### src/rtl/swire_pkg.sv
package swire_pkg;

  typedef enum logic [2:0] {
    ST_IDLE,
    ST_SLOT,
    ST_PRES_WAIT,
    ST_PRESENCE,
    ST_IRQ
  } slotState_t;

  // strobes from control to datapath
  typedef struct packed {
    logic cntClr;
    logic slotStart;
    logic rxCapture;
  } dpCtrl_t;

  // timing flags from datapath to control
  typedef struct packed {
    logic sampleTick;
    logic atSample;
    logic resetLen;
    logic presWaitDone;
    logic presDone;
    logic irqDone;
    logic readZeroHold;
    logic slotIsRead;
  } dpFlags_t;

endpackage

### src/rtl/swire_datapath.sv
module swire_datapath
  import swire_pkg::*;
#(
  parameter int CNT_W        = 12,
  parameter int SAMPLE_US    = 30,
  parameter int RESET_US     = 480,
  parameter int PRES_WAIT_US = 30,
  parameter int PRES_US      = 120,
  parameter int IRQ_LOW_US   = 1000,
  parameter int READ_HOLD_US = 30
) (
  input  logic     clk,
  input  logic     rstN,
  input  logic     tickUs,
  input  logic     lineIn,
  input  logic     txValid,
  input  logic     txBit,
  input  dpCtrl_t  ctrl,
  output dpFlags_t flags,
  output logic     rxBit
);

  localparam logic [CNT_W-1:0] CNT_MAX       = '1;
  localparam logic [CNT_W-1:0] SAMPLE_PRE    = CNT_W'(SAMPLE_US - 1);
  localparam logic [CNT_W-1:0] SAMPLE_LIM    = CNT_W'(SAMPLE_US);
  localparam logic [CNT_W-1:0] RESET_LIM     = CNT_W'(RESET_US);
  localparam logic [CNT_W-1:0] PRES_WAIT_LIM = CNT_W'(PRES_WAIT_US);
  localparam logic [CNT_W-1:0] PRES_LIM      = CNT_W'(PRES_US);
  localparam logic [CNT_W-1:0] IRQ_LIM       = CNT_W'(IRQ_LOW_US);
  localparam logic [CNT_W-1:0] HOLD_LIM      = CNT_W'(READ_HOLD_US);

  logic [CNT_W-1:0] usCnt;
  logic             isReadQ;
  logic             txBitQ;
  logic             rxBitQ;

  // microsecond counter, saturating
  always_ff @(posedge clk) begin
    if (!rstN) begin
      usCnt <= '0;
    end else if (ctrl.cntClr) begin
      usCnt <= '0;
    end else if (tickUs && usCnt != CNT_MAX) begin
      usCnt <= usCnt + 1'b1;
    end
  end

  // slot kind and transmit bit latched at the falling edge
  always_ff @(posedge clk) begin
    if (!rstN) begin
      isReadQ <= 1'b0;
      txBitQ  <= 1'b1;
    end else if (ctrl.slotStart) begin
      isReadQ <= txValid;
      txBitQ  <= txBit;
    end
  end

  always_ff @(posedge clk) begin
    if (!rstN) begin
      rxBitQ <= 1'b0;
    end else if (ctrl.rxCapture) begin
      rxBitQ <= lineIn;
    end
  end

  always_comb begin
    flags.sampleTick   = tickUs && (usCnt == SAMPLE_PRE);
    flags.atSample     = usCnt >= SAMPLE_LIM;
    flags.resetLen     = usCnt >= RESET_LIM;
    flags.presWaitDone = usCnt >= PRES_WAIT_LIM;
    flags.presDone     = usCnt >= PRES_LIM;
    flags.irqDone      = usCnt >= IRQ_LIM;
    flags.readZeroHold = isReadQ && !txBitQ && (usCnt < HOLD_LIM);
    flags.slotIsRead   = isReadQ;
  end

  assign rxBit = rxBitQ;

  // a bit is only captured in a write slot
  a_r2_capture_write_only: assert property (@(posedge clk) disable iff (!rstN)
    ctrl.rxCapture |-> !isReadQ);

endmodule

### src/rtl/swire_ctrl.sv
module swire_ctrl
  import swire_pkg::*;
(
  input  logic     clk,
  input  logic     rstN,
  input  logic     lineIn,
  input  logic     irqReq,
  input  dpFlags_t flags,
  output dpCtrl_t  ctrl,
  output logic     pullDown,
  output logic     rxValid,
  output logic     txTaken,
  output logic     resetSeen
);

  slotState_t state, stateNext;
  logic irqPend;
  logic irqStart;
  logic rxNext, txNext, rstNext;

  always_comb begin
    stateNext      = state;
    ctrl.cntClr    = 1'b0;
    ctrl.slotStart = 1'b0;
    ctrl.rxCapture = 1'b0;
    irqStart       = 1'b0;
    rxNext         = 1'b0;
    txNext         = 1'b0;
    rstNext        = 1'b0;
    unique case (state)
      ST_IDLE: begin
        if (!lineIn) begin
          stateNext      = ST_SLOT;
          ctrl.cntClr    = 1'b1;
          ctrl.slotStart = 1'b1;
        end else if (irqPend) begin
          stateNext   = ST_IRQ;
          ctrl.cntClr = 1'b1;
          irqStart    = 1'b1;
        end
      end
      ST_SLOT: begin
        ctrl.rxCapture = flags.sampleTick && !flags.slotIsRead;
        if (flags.atSample && lineIn) begin
          if (flags.resetLen) begin
            stateNext   = ST_PRES_WAIT;
            ctrl.cntClr = 1'b1;
            rstNext     = 1'b1;
          end else begin
            stateNext = ST_IDLE;
            txNext    = flags.slotIsRead;
            rxNext    = !flags.slotIsRead;
          end
        end
      end
      ST_PRES_WAIT: begin
        if (flags.presWaitDone) begin
          stateNext   = ST_PRESENCE;
          ctrl.cntClr = 1'b1;
        end
      end
      ST_PRESENCE: begin
        if (flags.presDone) stateNext = ST_IDLE;
      end
      ST_IRQ: begin
        if (flags.irqDone) begin
          stateNext   = ST_PRES_WAIT;
          ctrl.cntClr = 1'b1;
        end
      end
      default: stateNext = ST_IDLE;
    endcase
  end

  always_ff @(posedge clk) begin
    if (!rstN) begin
      state     <= ST_IDLE;
      irqPend   <= 1'b0;
      rxValid   <= 1'b0;
      txTaken   <= 1'b0;
      resetSeen <= 1'b0;
    end else begin
      state     <= stateNext;
      irqPend   <= irqReq | (irqPend & ~irqStart);
      rxValid   <= rxNext;
      txTaken   <= txNext;
      resetSeen <= rstNext;
    end
  end

  assign pullDown = (state == ST_PRESENCE) || (state == ST_IRQ) ||
                    ((state == ST_SLOT) && flags.readZeroHold);

  // a bit is reported only after the line has come back high
  a_r2_rx_after_release: assert property (@(posedge clk) disable iff (!rstN)
    rxValid |-> $past(lineIn));
  // one report per slot
  a_r2_rx_single: assert property (@(posedge clk) disable iff (!rstN)
    rxValid |=> !rxValid);
  // a finished read slot leaves the line released
  a_r3_tx_released: assert property (@(posedge clk) disable iff (!rstN)
    txTaken |-> !pullDown);
  // a reset is never also reported as a bit
  a_r4_reset_exclusive: assert property (@(posedge clk) disable iff (!rstN)
    resetSeen |-> (!rxValid && !txTaken));
  // presence is delayed after the reset release
  a_r5_presence_delay: assert property (@(posedge clk) disable iff (!rstN)
    resetSeen |-> !pullDown);

endmodule

### src/rtl/swire_slot_engine.sv
module swire_slot_engine
  import swire_pkg::*;
#(
  parameter int SAMPLE_US    = 30,
  parameter int RESET_US     = 480,
  parameter int PRES_WAIT_US = 30,
  parameter int PRES_US      = 120,
  parameter int IRQ_LOW_US   = 1000,
  parameter int READ_HOLD_US = 30
) (
  input  logic clk,
  input  logic rstN,
  input  logic tickUs,
  input  logic lineIn,
  output logic pullDown,
  output logic rxValid,
  output logic rxBit,
  input  logic txValid,
  input  logic txBit,
  output logic txTaken,
  input  logic irqReq,
  output logic resetSeen
);

  localparam int LIMIT_US = ((IRQ_LOW_US > RESET_US) ? IRQ_LOW_US : RESET_US) + 1;
  localparam int CNT_W    = $clog2(LIMIT_US + 1);

  dpCtrl_t  dpCtrl;
  dpFlags_t dpFlags;

  swire_datapath #(
    .CNT_W       (CNT_W),
    .SAMPLE_US   (SAMPLE_US),
    .RESET_US    (RESET_US),
    .PRES_WAIT_US(PRES_WAIT_US),
    .PRES_US     (PRES_US),
    .IRQ_LOW_US  (IRQ_LOW_US),
    .READ_HOLD_US(READ_HOLD_US)
  ) u_datapath (
    .clk    (clk),
    .rstN   (rstN),
    .tickUs (tickUs),
    .lineIn (lineIn),
    .txValid(txValid),
    .txBit  (txBit),
    .ctrl   (dpCtrl),
    .flags  (dpFlags),
    .rxBit  (rxBit)
  );

  swire_ctrl u_ctrl (
    .clk      (clk),
    .rstN     (rstN),
    .lineIn   (lineIn),
    .irqReq   (irqReq),
    .flags    (dpFlags),
    .ctrl     (dpCtrl),
    .pullDown (pullDown),
    .rxValid  (rxValid),
    .txTaken  (txTaken),
    .resetSeen(resetSeen)
  );

endmodule

### config.mk
export PLATFORM = sky130hd
export DESIGN_NAME = swire_slot_engine
export DESIGN_NICKNAME = d
export VERILOG_FILES = /design/src/rtl/swire_pkg.sv /design/src/rtl/swire_datapath.sv /design/src/rtl/swire_ctrl.sv /design/src/rtl/swire_slot_engine.sv
export SDC_FILE = /design/constraint.sdc
export NUM_CORES = 1
export LEC_CHECK = 0
export BUFFER_PORTS_ARGS = -buffer_cell sky130_fd_sc_hd__buf_2
export CAP_MARGIN = 20
export CORE_ASPECT_RATIO = 1.25
export CORE_MARGIN = 8
export CORE_UTILIZATION = 56
export DETAILED_ROUTE_END_ITERATION = 10
export HOLD_SLACK_MARGIN = 0.08
export PLACE_DENSITY = 0.78
export SLEW_MARGIN = 20
export SYNTH_ARGS = -nofsm -noshare
export SYNTH_HDL_FRONTEND = slang
export SYNTH_SLANG_ARGS = --single-unit
### constraint.sdc
create_clock -name clk -period 2.2 [get_ports clk]
set_input_delay 0.11 -clock clk [delete_from_list [all_inputs] [get_ports clk]]
set_output_delay 0.11 -clock clk [all_outputs]
set_load 0.05 [all_outputs]
==> impl_metrics.csv, run 1 <==
group,metric,value,unit
placement,placed_cells,166,
setup_path,setup.worst_path.start_class,"flip-flop",
global_route,antenna_found_initial,0,
clock_tree,cts_buffers,3,
sta,fmax,512,MHz
yosys,synth_flop_cell,"dfxtp_1",
yosys,yosysWarnings,0,
placement,portBuffers,11,
clock_tree,cts_sinks,20,
layout,multi_input_area,663,um^2
setup_path,arrival,1840,ps
floorplan,ioPinCount,12,
yosys,netlist_instances,137,
layout,drive_gt1_share,14.4,%
setup_path,path_cells,"nor3_1 -> buf_4 -> and3_1 -> a31oi_1 -> o31ai_2 -> buf_2",
clock_tree,clk-insertion-delay-late,310,ps
yosys,ys_ff_latch,20,
detailed_routing,via_per_inst,6.45,
placement,place.gp.congestion,0.875,
setup_path,slowest_stage,"dfxtp_1",
global_route,grt_pass1_wl,4.16,mm
yosys,seq_area_frac_synth,35.6,%
sta,period_needed,1950,ps
floorplan,rows,18,
detailed_routing,drc,0,
sta,finalHoldViolCount,0,
outcome,status,"finished, final reports clean",
sta,setup_viol,0,
layout,areaGrowthSynthToFinish,13.4,%
global_route,gr-total-overflow,0,
clock_tree,path_clk_slew,120,ps
floorplan,coreArea,1940,um^2
sta,max-slew-margin-rel,62.0,%
global_route,grt_use_total,13.4,%
layout,fin_cells,173,
detailed_routing,drt_iter0_drc,41,
detailed_routing,ant_nets,0,
sta,fin_skew,10.1,ps
clock_tree,clockBufferDepth,2,
clock_tree,postCtsSetupRepairBufs,0,
yosys,synth-edff-count,0,
detailed_routing,firstDrtPassIters,4,
min_path,hp-class,"input pin to flip-flop",
clock_tree,cts_hold_buf,3,
global_route,grt_max_degree,15,
clock_tree,cts.htree.levels,1,
yosys,synth.cell_area,1120,um^2
setup_path,cp-end-kind,"output port",
detailed_routing,vias,1115,
sta,period_share,88.8,%
layout,regArea,400,um^2
setup_path,critical_path_class,"flip-flop to output port",
sta,slew_violations,0,
placement,hpwl,1.91,mm
floorplan,start_util,58.0,%
floorplan,die_area,3700,um^2
yosys,synth_cell_type_count,41,
layout,finalNetCount,164,
clock_tree,ctsRootBufferMaster,"clkbuf_4",
run,drv_cap,0,
setup_path,cp_max_fo,6,
sta,setup_tns,0,ps
setup_path,critical-path-max-stage-delay,370,ps
power_and_ir_drop,power_density,857,nW/um^2
floorplan,die_y,66.1,um
sta,rsz0062_at_grt,"false",
setup_path,required,2090,ps
layout,fillers,169,
sta,tightest_slew,565,ps
layout,num_antenna_cells,0,
power_and_ir_drop,p_leak,0.503,nW
global_route,first_global_vias,986,
yosys,syn_area_per_cell,8.20,um^2
power_and_ir_drop,ir_drop,0.000645,V
detailed_routing,postRouteWirelength,2.60,mm
yosys,syn_nets,147,
clock_tree,cts_resized,0,
floorplan,die_x,56.1,um
detailed_routing,wl_per_cell,15.1,um
clock_tree,cts_tree,"done",
yosys,async_reset_ff_share,0,%
-- area by class of cell --
| class | count | share of cell area (%) |
|---|---|---|
| inverters | 9 | 2.65 |
| clock buffers | 4 | 2.85 |
| flip-flops and latches | 20 | 31.4 |
| repair buffers | 18 | 9.04 |
| multi-input cells | 102 | 52.1 |
| well taps | 20 | 1.96 |
-- Yosys cell counts, drive strengths merged, types with 2 or more instances --
cell    number  area, um^2
or3          8        50.1
mux2i        4        40.0
clkbuf       4        15.0
nand2        9        33.8
a31oi        2        12.5
o31ai        2        15.0
xnor2        2        17.5
inv          9        33.8
nand4        5        31.3
o211ai       2        15.0
a21oi        8        40.0
nand3        8        40.0
o21ai        8        40.0
or4          2        15.0
buf          2        16.3
nor3         4        20.0
nor2b        4        25.0
ha           3        37.5
a32oi        2        17.5
nor2         8        30.0
dfxtp       20         400
and3         3        18.8
-- cell families after synthesis --
| logic type | after synthesis | synth area share, % |
|---|---|---|
| AND/OR/NAND/NOR | 58 | 28.7 |
| adder cells (fa/ha/maj) | 3 | 3.34 |
| AO/OA/AOI/OAI | 35 | 21.4 |
| multiplexers | 4 | 3.56 |
| XOR/XNOR | 2 | 1.56 |
| buffers and inverters | 15 | 5.79 |
| flip-flops | 20 | 35.6 |
-- report_power, final --
group	total (mW)	switching (mW)	internal (mW)
clock	0.221	0.120	0.101
combinational	0.408	0.235	0.174
sequential	0.462	0.0582	0.403
total	1.09	0.413	0.678
-- state kept, by name, indices dropped and copies added (netlist names) --
register / cells
u_datapath.usCnt: 10
u_ctrl.state: 3
u_ctrl.irqPend: 1
u_ctrl.resetSeen: 1
u_ctrl.rxValid: 1
u_ctrl.txTaken: 1
u_datapath.isReadQ: 1
u_datapath.rxBit: 1
u_datapath.txBitQ: 1
-- cell usage in the layout (no fill, tap or decap), types with 4 or more instances in the layout --
cell type	instances
buf_4	4
nor3_1	4
nand4_1	5
or3_1	8
o21ai_0	8
nor2_1	8
buf_2	11
nor2b_1	4
nand3_1	8
nand2_1	9
mux2i_1	4
a21oi_1	8
inv_1	9
dfxtp_1	20
-- worst paths after layout --
check / slack (ps) / endpoint / depth (start not counted) / start
setup / recovery: 250 / pullDown / 6 / u_datapath.usCnt[7]
hold reg to reg: 490 / u_ctrl.txTaken / 2 / u_datapath.isReadQ
hold / removal: 90 / u_datapath.txBitQ / 2 / rstN
setup reg to reg: 270 / u_datapath.rxBit / 4 / u_ctrl.state[1]
-- worst max-delay path: cells and delay by family (launching register included) --
family | cells | cell delay (ps)
buffers and inverters | 2 | 450
AO/OA/AOI/OAI | 2 | 280
AND/OR/NAND/NOR | 2 | 420
flip-flops | 1 | 370
-- per-layer routing --
metal | vias up | global-route usage (%) | part of all wire, %
met3 | 6 | 2.50 | 3.9
met4 | 0 | 8.13 | 2.0
met5 | - | 0 | 0
met1 | 544 | 13.5 | 41
met2 | 23 | 24.9 | 53
li1 | 542 | - | -
-- per-stage QoR --
step	worst slack (ps)	power [mW]	hold WS, ps	utilization, %	area, um^2
floorplan	306	0.783	243	-	1130
global placement	365	0.857	332	62.3	1210
detailed placement	309	0.867	349	62.3	1210
CTS	259	1.09	89.3	65.8	1270
global route	132	1.15	114	65.8	1270
finish	246	1.09	90.2	65.8	1270
Note: power is estimated with default switching activity, not from simulation.
==> run 2, diff against run 1 <==
Settings changed: BUFFER_PORTS_ARGS -buffer_cell sky130_fd_sc_hd__buf_2 to unset, CAP_MARGIN 20 to 30, CORE_UTILIZATION 56 to 61, DONT_BUFFER_PORTS set to 1, RECOVER_POWER set to 25.
==> run 2 against run 1 <==
Effect of this change:
- critical endpoint unchanged
- largest cell class unchanged
- sequential share of layout area fell by 0.12 points
- clock-buffer cell count decreased by 1
- critical path depth did not move
- final area up 0.39%
- cell count is 4.0% lower
- clock power rose by 37%
- flip-flop and latch count is the same
- wire length increased by 2.9%
- register-to-register slack improved by 20 ps
- via count fell by 2.2%
==> impl_metrics.csv, run 2 (synthesis results as in run 1) <==
group,metric,value,unit
detailed_routing,drt_iter0_drc,32,
setup_path,cp.buffers_inverters,2,
layout,drive_gt1_share,8.84,%
global_route,first_global_vias,1013,
setup_path,required,2090,ps
setup_path,path_cells,"nor3_1 -> buf_4 -> and3_1 -> a31oi_1 -> o31ai_2 -> buf_4",
detailed_routing,wl_per_cell,16.1,um
power_and_ir_drop,clockPowerShare,25.1,%
detailed_routing,postRouteWirelength,2.68,mm
sta,worst_slack,285,ps
setup_path,r2r-start,"u_ctrl.state[1]",
layout,largestRegisters,"u_datapath.usCnt (10), u_ctrl.state (3)",
outcome,status,"finished, final reports clean",
floorplan,coreArea,1740,um^2
layout,largest_reg_flops,10,
sta,fin_hold_ws,119,ps
power_and_ir_drop,power_density,940,nW/um^2
power_and_ir_drop,combPwrFrac,37.5,%
power_and_ir_drop,pwr-share-seq,37.4,%
clock_tree,clk-insertion-delay-late,310,ps
min_path,worstHoldStart,"rstN",
layout,fin_cells,166,
power_and_ir_drop,swShare,34.9,%
power_and_ir_drop,ir_drop,0.000578,V
floorplan,die_area,3480,um^2
min_path,holdPathStages,3,
power_and_ir_drop,p_leak,0.480,nW
setup_path,cp_max_fo,6,
setup_path,cp_common_cell,"buf_4",
floorplan,start_util,64.4,%
placement,placed_cells,156,
run,drv_cap,0,
sta,setup_viol,0,
setup_path,critical-path-max-stage-delay,380,ps
setup_path,worstReg2RegEnd,"u_datapath.rxBit",
clock_tree,cts_buffers,3,
layout,finalNetCount,158,
setup_path,crit_start,"u_datapath.usCnt[7]",
detailed_routing,drc,0,
setup_path,arrival,1800,ps
layout,largest-register,"u_datapath.usCnt",
clock_tree,cts.htree.levels,1,
power_and_ir_drop,p_int,782,uW
sta,period_share,87.0,%
global_route,grt_max_degree,15,
clock_tree,cts_tree,"done",
global_route,gr-total-overflow,0,
sta,setup_tns,0,ps
setup_path,crit_family,"simple AND/OR/NAND/NOR gates",
sta,rsz0062_at_grt,"false",
detailed_routing,via_per_inst,6.57,
detailed_routing,firstDrtPassIters,4,
sta,slew_violations,0,
detailed_routing,ant_nets,0,
min_path,whs_endpoint,"u_datapath.usCnt[2]",
layout,areaGrowthSynthToFinish,13.8,%
clock_tree,postCtsSetupRepairBufs,0,
layout,final_cell_mix,"dfxtp_1 (20), inv_1 (9), nand2_1 (9)",
layout,num_antenna_cells,0,
sta,fmax,522,MHz
placement,pre_cts_ws,327,ps
setup_path,critical_path_class,"flip-flop to output port",
setup_path,rr_worst_depth,4,
clock_tree,path_clk_slew,120,ps
floorplan,die_y,64.0,um
sta,fin_skew,5.48,ps
floorplan,ioPinCount,12,
placement,hpwl,1.85,mm
clock_tree,ctsRootBufferMaster,"clkbuf_4",
min_path,hp-class,"input pin to flip-flop",
sta,tightest_slew,642,ps
global_route,antenna_found_initial,0,
global_route,grt_use_total,16.3,%
sta,max-slew-margin-rel,56.8,%
power_and_ir_drop,p_switching,420,uW
detailed_routing,vias,1090,
setup_path,cp-end-kind,"output port",
layout,post-route-util,73.3,%
setup_path,setup.worst_path.start_class,"flip-flop",
placement,place.gp.congestion,0.904,
floorplan,rows,17,
placement,portBuffers,0,
setup_path,rrSetupSlack,290,ps
clock_tree,clockBufferDepth,2,
clock_tree,cts_sinks,20,
floorplan,die_x,54.4,um
layout,final_common_cell,"dfxtp_1",
setup_path,slowest_stage,"dfxtp_1",
global_route,grt_pass1_wl,4.44,mm
sta,period_needed,1910,ps
sta,finalHoldViolCount,0,
## run 2: cell count changes in the layout (fill, tap and decap cells not counted)
| cell | change |
|---|---|
| clkbuf_8 | -1 |
| dlygate4sd3_1 | +3 |
| buf_4 | +2 |
| bufinv_16 | +1 |
| buf_2 | -11 |
## run 2: routing by layer
metal / track usage [%] / routed length, um / share of wire [%]
met1: 18.2 / 1140 / 43
met2: 26.9 / 1340 / 50
met3: 2.78 / 118 / 4.4
met4: 10.5 / 86 / 3.2
met5: 0 / 0 / 0
## run 2: worst max-delay path by stage
stage / end / slack, ps / cells past startpoint
6_report: pullDown / 290 / 6
5_1_grt: u_datapath.txBitQ / 130 / 5
2_1_floorplan: pullDown / 310 / 4
4_1_cts: pullDown / 290 / 6
3_5_place_dp: u_datapath.rxBit / 330 / 4
3_3_place_gp: u_datapath.rxBit / 370 / 4
## run 2: repair_timing
| action | CTS | global route |
|---|---|---|
| hold buffers | 6 | 0 |
| resized for setup | 0 | 0 |
| endpoints found under the setup margin | 0 | 0 |
| hold endpoints to repair | 11 | 0 |
## run 2: power by group through the flow
stage	clock, mW	sequential [mW]	combinational (mW)
after floorplan	0	0.432	0.350
after global placement	0	0.452	0.411
after detailed placement	0	0.456	0.421
after CTS	0.307	0.447	0.445
after global routing	0.312	0.454	0.497
final	0.302	0.449	0.451
## run 2: cell type report
cell class	instances	area, um^2
fillers	136	465
multi-input cells	102	663
clock inverters	1	30.0
flip-flops and latches	20	400
clock buffers	3	22.5
well taps	19	23.8
repair buffers	12	105
inverters	9	33.8
## run 2: per-stage QoR
step           power (mW)  area (um^2)
6_report             1.20         1280
4_1_cts              1.20         1280
3_3_place_gp        0.862         1170
5_1_grt              1.26         1280
2_1_floorplan       0.783         1130
3_5_place_dp        0.877         1170
## run 2: worst reg2reg max path: cells and delay by family, from the launching register on
family / cells / cell delay, ps
simple gates: 3 / 1280
flops: 1 / 440
compound gates: 1 / 140
==> run 3, diff against run 2 <==
Settings changed: CORE_UTILIZATION 61 to 65, PLACE_DENSITY 0.78 to 0.82.
Clock period 2.2 ns to 2.5 ns, I/O delays scaled along.
==> run 3 against run 2 <==
Effect of this change:
- wire length shrank 7.9%
- via count shrank 1.2%
- power shrank 25%
- flip-flop and latch count is the same
- clock-buffer cell count is the same
- critical path depth shrank 1
- critical path type unchanged
- largest cell class unchanged
==> impl_metrics.csv, run 3 (synthesis results as in run 1) <==
group,metric,value,unit
outcome,status,"finished, final reports clean",
setup_path,critical-path-max-stage-delay,450,ps
clock_tree,path_clk_slew,100,ps
placement,portBuffers,0,
clock_tree,clk-insertion-delay-late,290,ps
setup_path,arrival,1970,ps
floorplan,coreArea,1700,um^2
setup_path,cp-end-kind,"output port",
layout,finalNetCount,155,
floorplan,start_util,66.0,%
floorplan,die_y,62.5,um
clock_tree,cts_resized,0,
detailed_routing,ant_nets,0,
global_route,gr-total-overflow,0,
global_route,antenna_found_initial,0,
sta,period_needed,2100,ps
placement,place.gp.congestion,0.844,
sta,fmax,477,MHz
setup_path,cp_max_fo,6,
floorplan,ioPinCount,12,
power_and_ir_drop,p_leak,0.451,nW
setup_path,path_cells,"nor3_1 -> and3_1 -> a31oi_1 -> o31ai_2 -> buf_4",
sta,rsz0062_at_grt,"false",
sta,setup_tns,0,ps
detailed_routing,wl_per_cell,15.2,um
clock_tree,cts_buffers,3,
setup_path,setup.worst_path.start_class,"flip-flop",
sta,fin_hold_ws,121,ps
clock_tree,ctsRootBufferMaster,"clkbuf_4",
run,drv_cap,0,
clock_tree,cts.htree.levels,1,
floorplan,rows,17,
floorplan,die_x,53.2,um
power_and_ir_drop,power_density,740,nW/um^2
detailed_routing,drt_iter0_drc,27,
sta,max-slew-margin-rel,59.2,%
min_path,hp-class,"input pin to flip-flop",
global_route,grt_use_total,15.1,%
layout,largest_reg_flops,10,
detailed_routing,drc,0,
detailed_routing,via_per_inst,6.65,
setup_path,critical_path_class,"flip-flop to output port",
layout,final_common_cell,"dfxtp_1",
layout,final_cell_mix,"dfxtp_1 (20), inv_1 (9), nand2_1 (9)",
layout,drive_gt1_share,6.29,%
sta,finalHoldViolCount,0,
global_route,grt_max_degree,15,
layout,areaGrowthSynthToFinish,9.13,%
sta,setup_viol,0,
floorplan,die_area,3320,um^2
layout,largest-register,"u_datapath.usCnt",
setup_path,required,2380,ps
sta,slew_violations,0,
sta,tightest_slew,606,ps
placement,hpwl,1.80,mm
detailed_routing,postRouteWirelength,2.47,mm
setup_path,slowest_stage,"nor3_1",
detailed_routing,firstDrtPassIters,4,
sta,period_share,83.8,%
detailed_routing,vias,1077,
power_and_ir_drop,ir_drop,0.000521,V
global_route,first_global_vias,938,
sta,fin_skew,6.64,ps
clock_tree,cts_tree,"done",
clock_tree,postCtsSetupRepairBufs,0,
clock_tree,clockBufferDepth,2,
layout,num_antenna_cells,0,
layout,largestRegisters,"u_datapath.usCnt (10), u_ctrl.state (3)",
clock_tree,cts_sinks,20,
global_route,grt_pass1_wl,4.12,mm
[run 3: cell types whose count changed in the layout (fill, tap and decap cells not counted)]
cell / previous run / this run
bufinv_16: 1 / 0
buf_4: 6 / 3
[run 3: cell type report]
type | count | area [um^2]
Clock buffer | 3 | 22.5
Fill cell | 140 | 475
Inverter | 9 | 33.8
Multi-Input combinational cell | 102 | 663
Sequential cell | 20 | 400
Tap cell | 19 | 23.8
Timing Repair Buffer | 9 | 82.6
[run 3: power breakdown]
group          total [mW]  leakage, nW  switching (mW)  internal [mW]
Combinational       0.342        0.274           0.188          0.154
Clock               0.144       0.0138          0.0884         0.0561
Sequential          0.421        0.163          0.0662          0.355
Total               0.907        0.451           0.343          0.564
[run 3: final timing paths]
| path | from | end | slack, ps | cells past startpoint |
|---|---|---|---|---|
| worst max-delay path | u_datapath.usCnt[7] | pullDown | 400 | 5 |
| worst min-delay path | lineIn | u_datapath.rxBit | 120 | 3 |
| worst max register to register | u_ctrl.state[0] | u_datapath.rxBit | 540 | 4 |
| worst min register to register | u_datapath.isReadQ | u_ctrl.rxValid | 490 | 1 |
[run 3: worst max-delay path, delay by kind of cell (launching register included)]
family	cells	cell delay [ps]
and+or+nand+nor	2	750
DFF	1	380
AOI/OAI and AO/OA	2	320
buffers and inverters	1	230
[run 3: what timing repair did]
action | CTS | global route
hold endpoints to repair | 11 | 0
hold buffers | 6 | 0
setup endpoints to repair | 0 | 0
[run 3: layer usage]
layer  part of all wire (%)  global-route usage (%)
met1                     40                    18.2
met5                      0                       0
met4                    1.1                    7.28
met2                     52                    24.7
met3                    6.3                    2.14
[run 3: through the flow]
stage	cells	utilization, %	power (mW)	area [um^2]	setup slack, ps
final	162	72.1	0.907	1230	404
after global routing	162	72.1	0.962	1230	288
after CTS	162	72.1	0.909	1230	437
after detailed placement	153	67.2	0.749	1140	582
after global placement	153	67.2	0.734	1140	628
after floorplan	137	-	0.682	1120	167
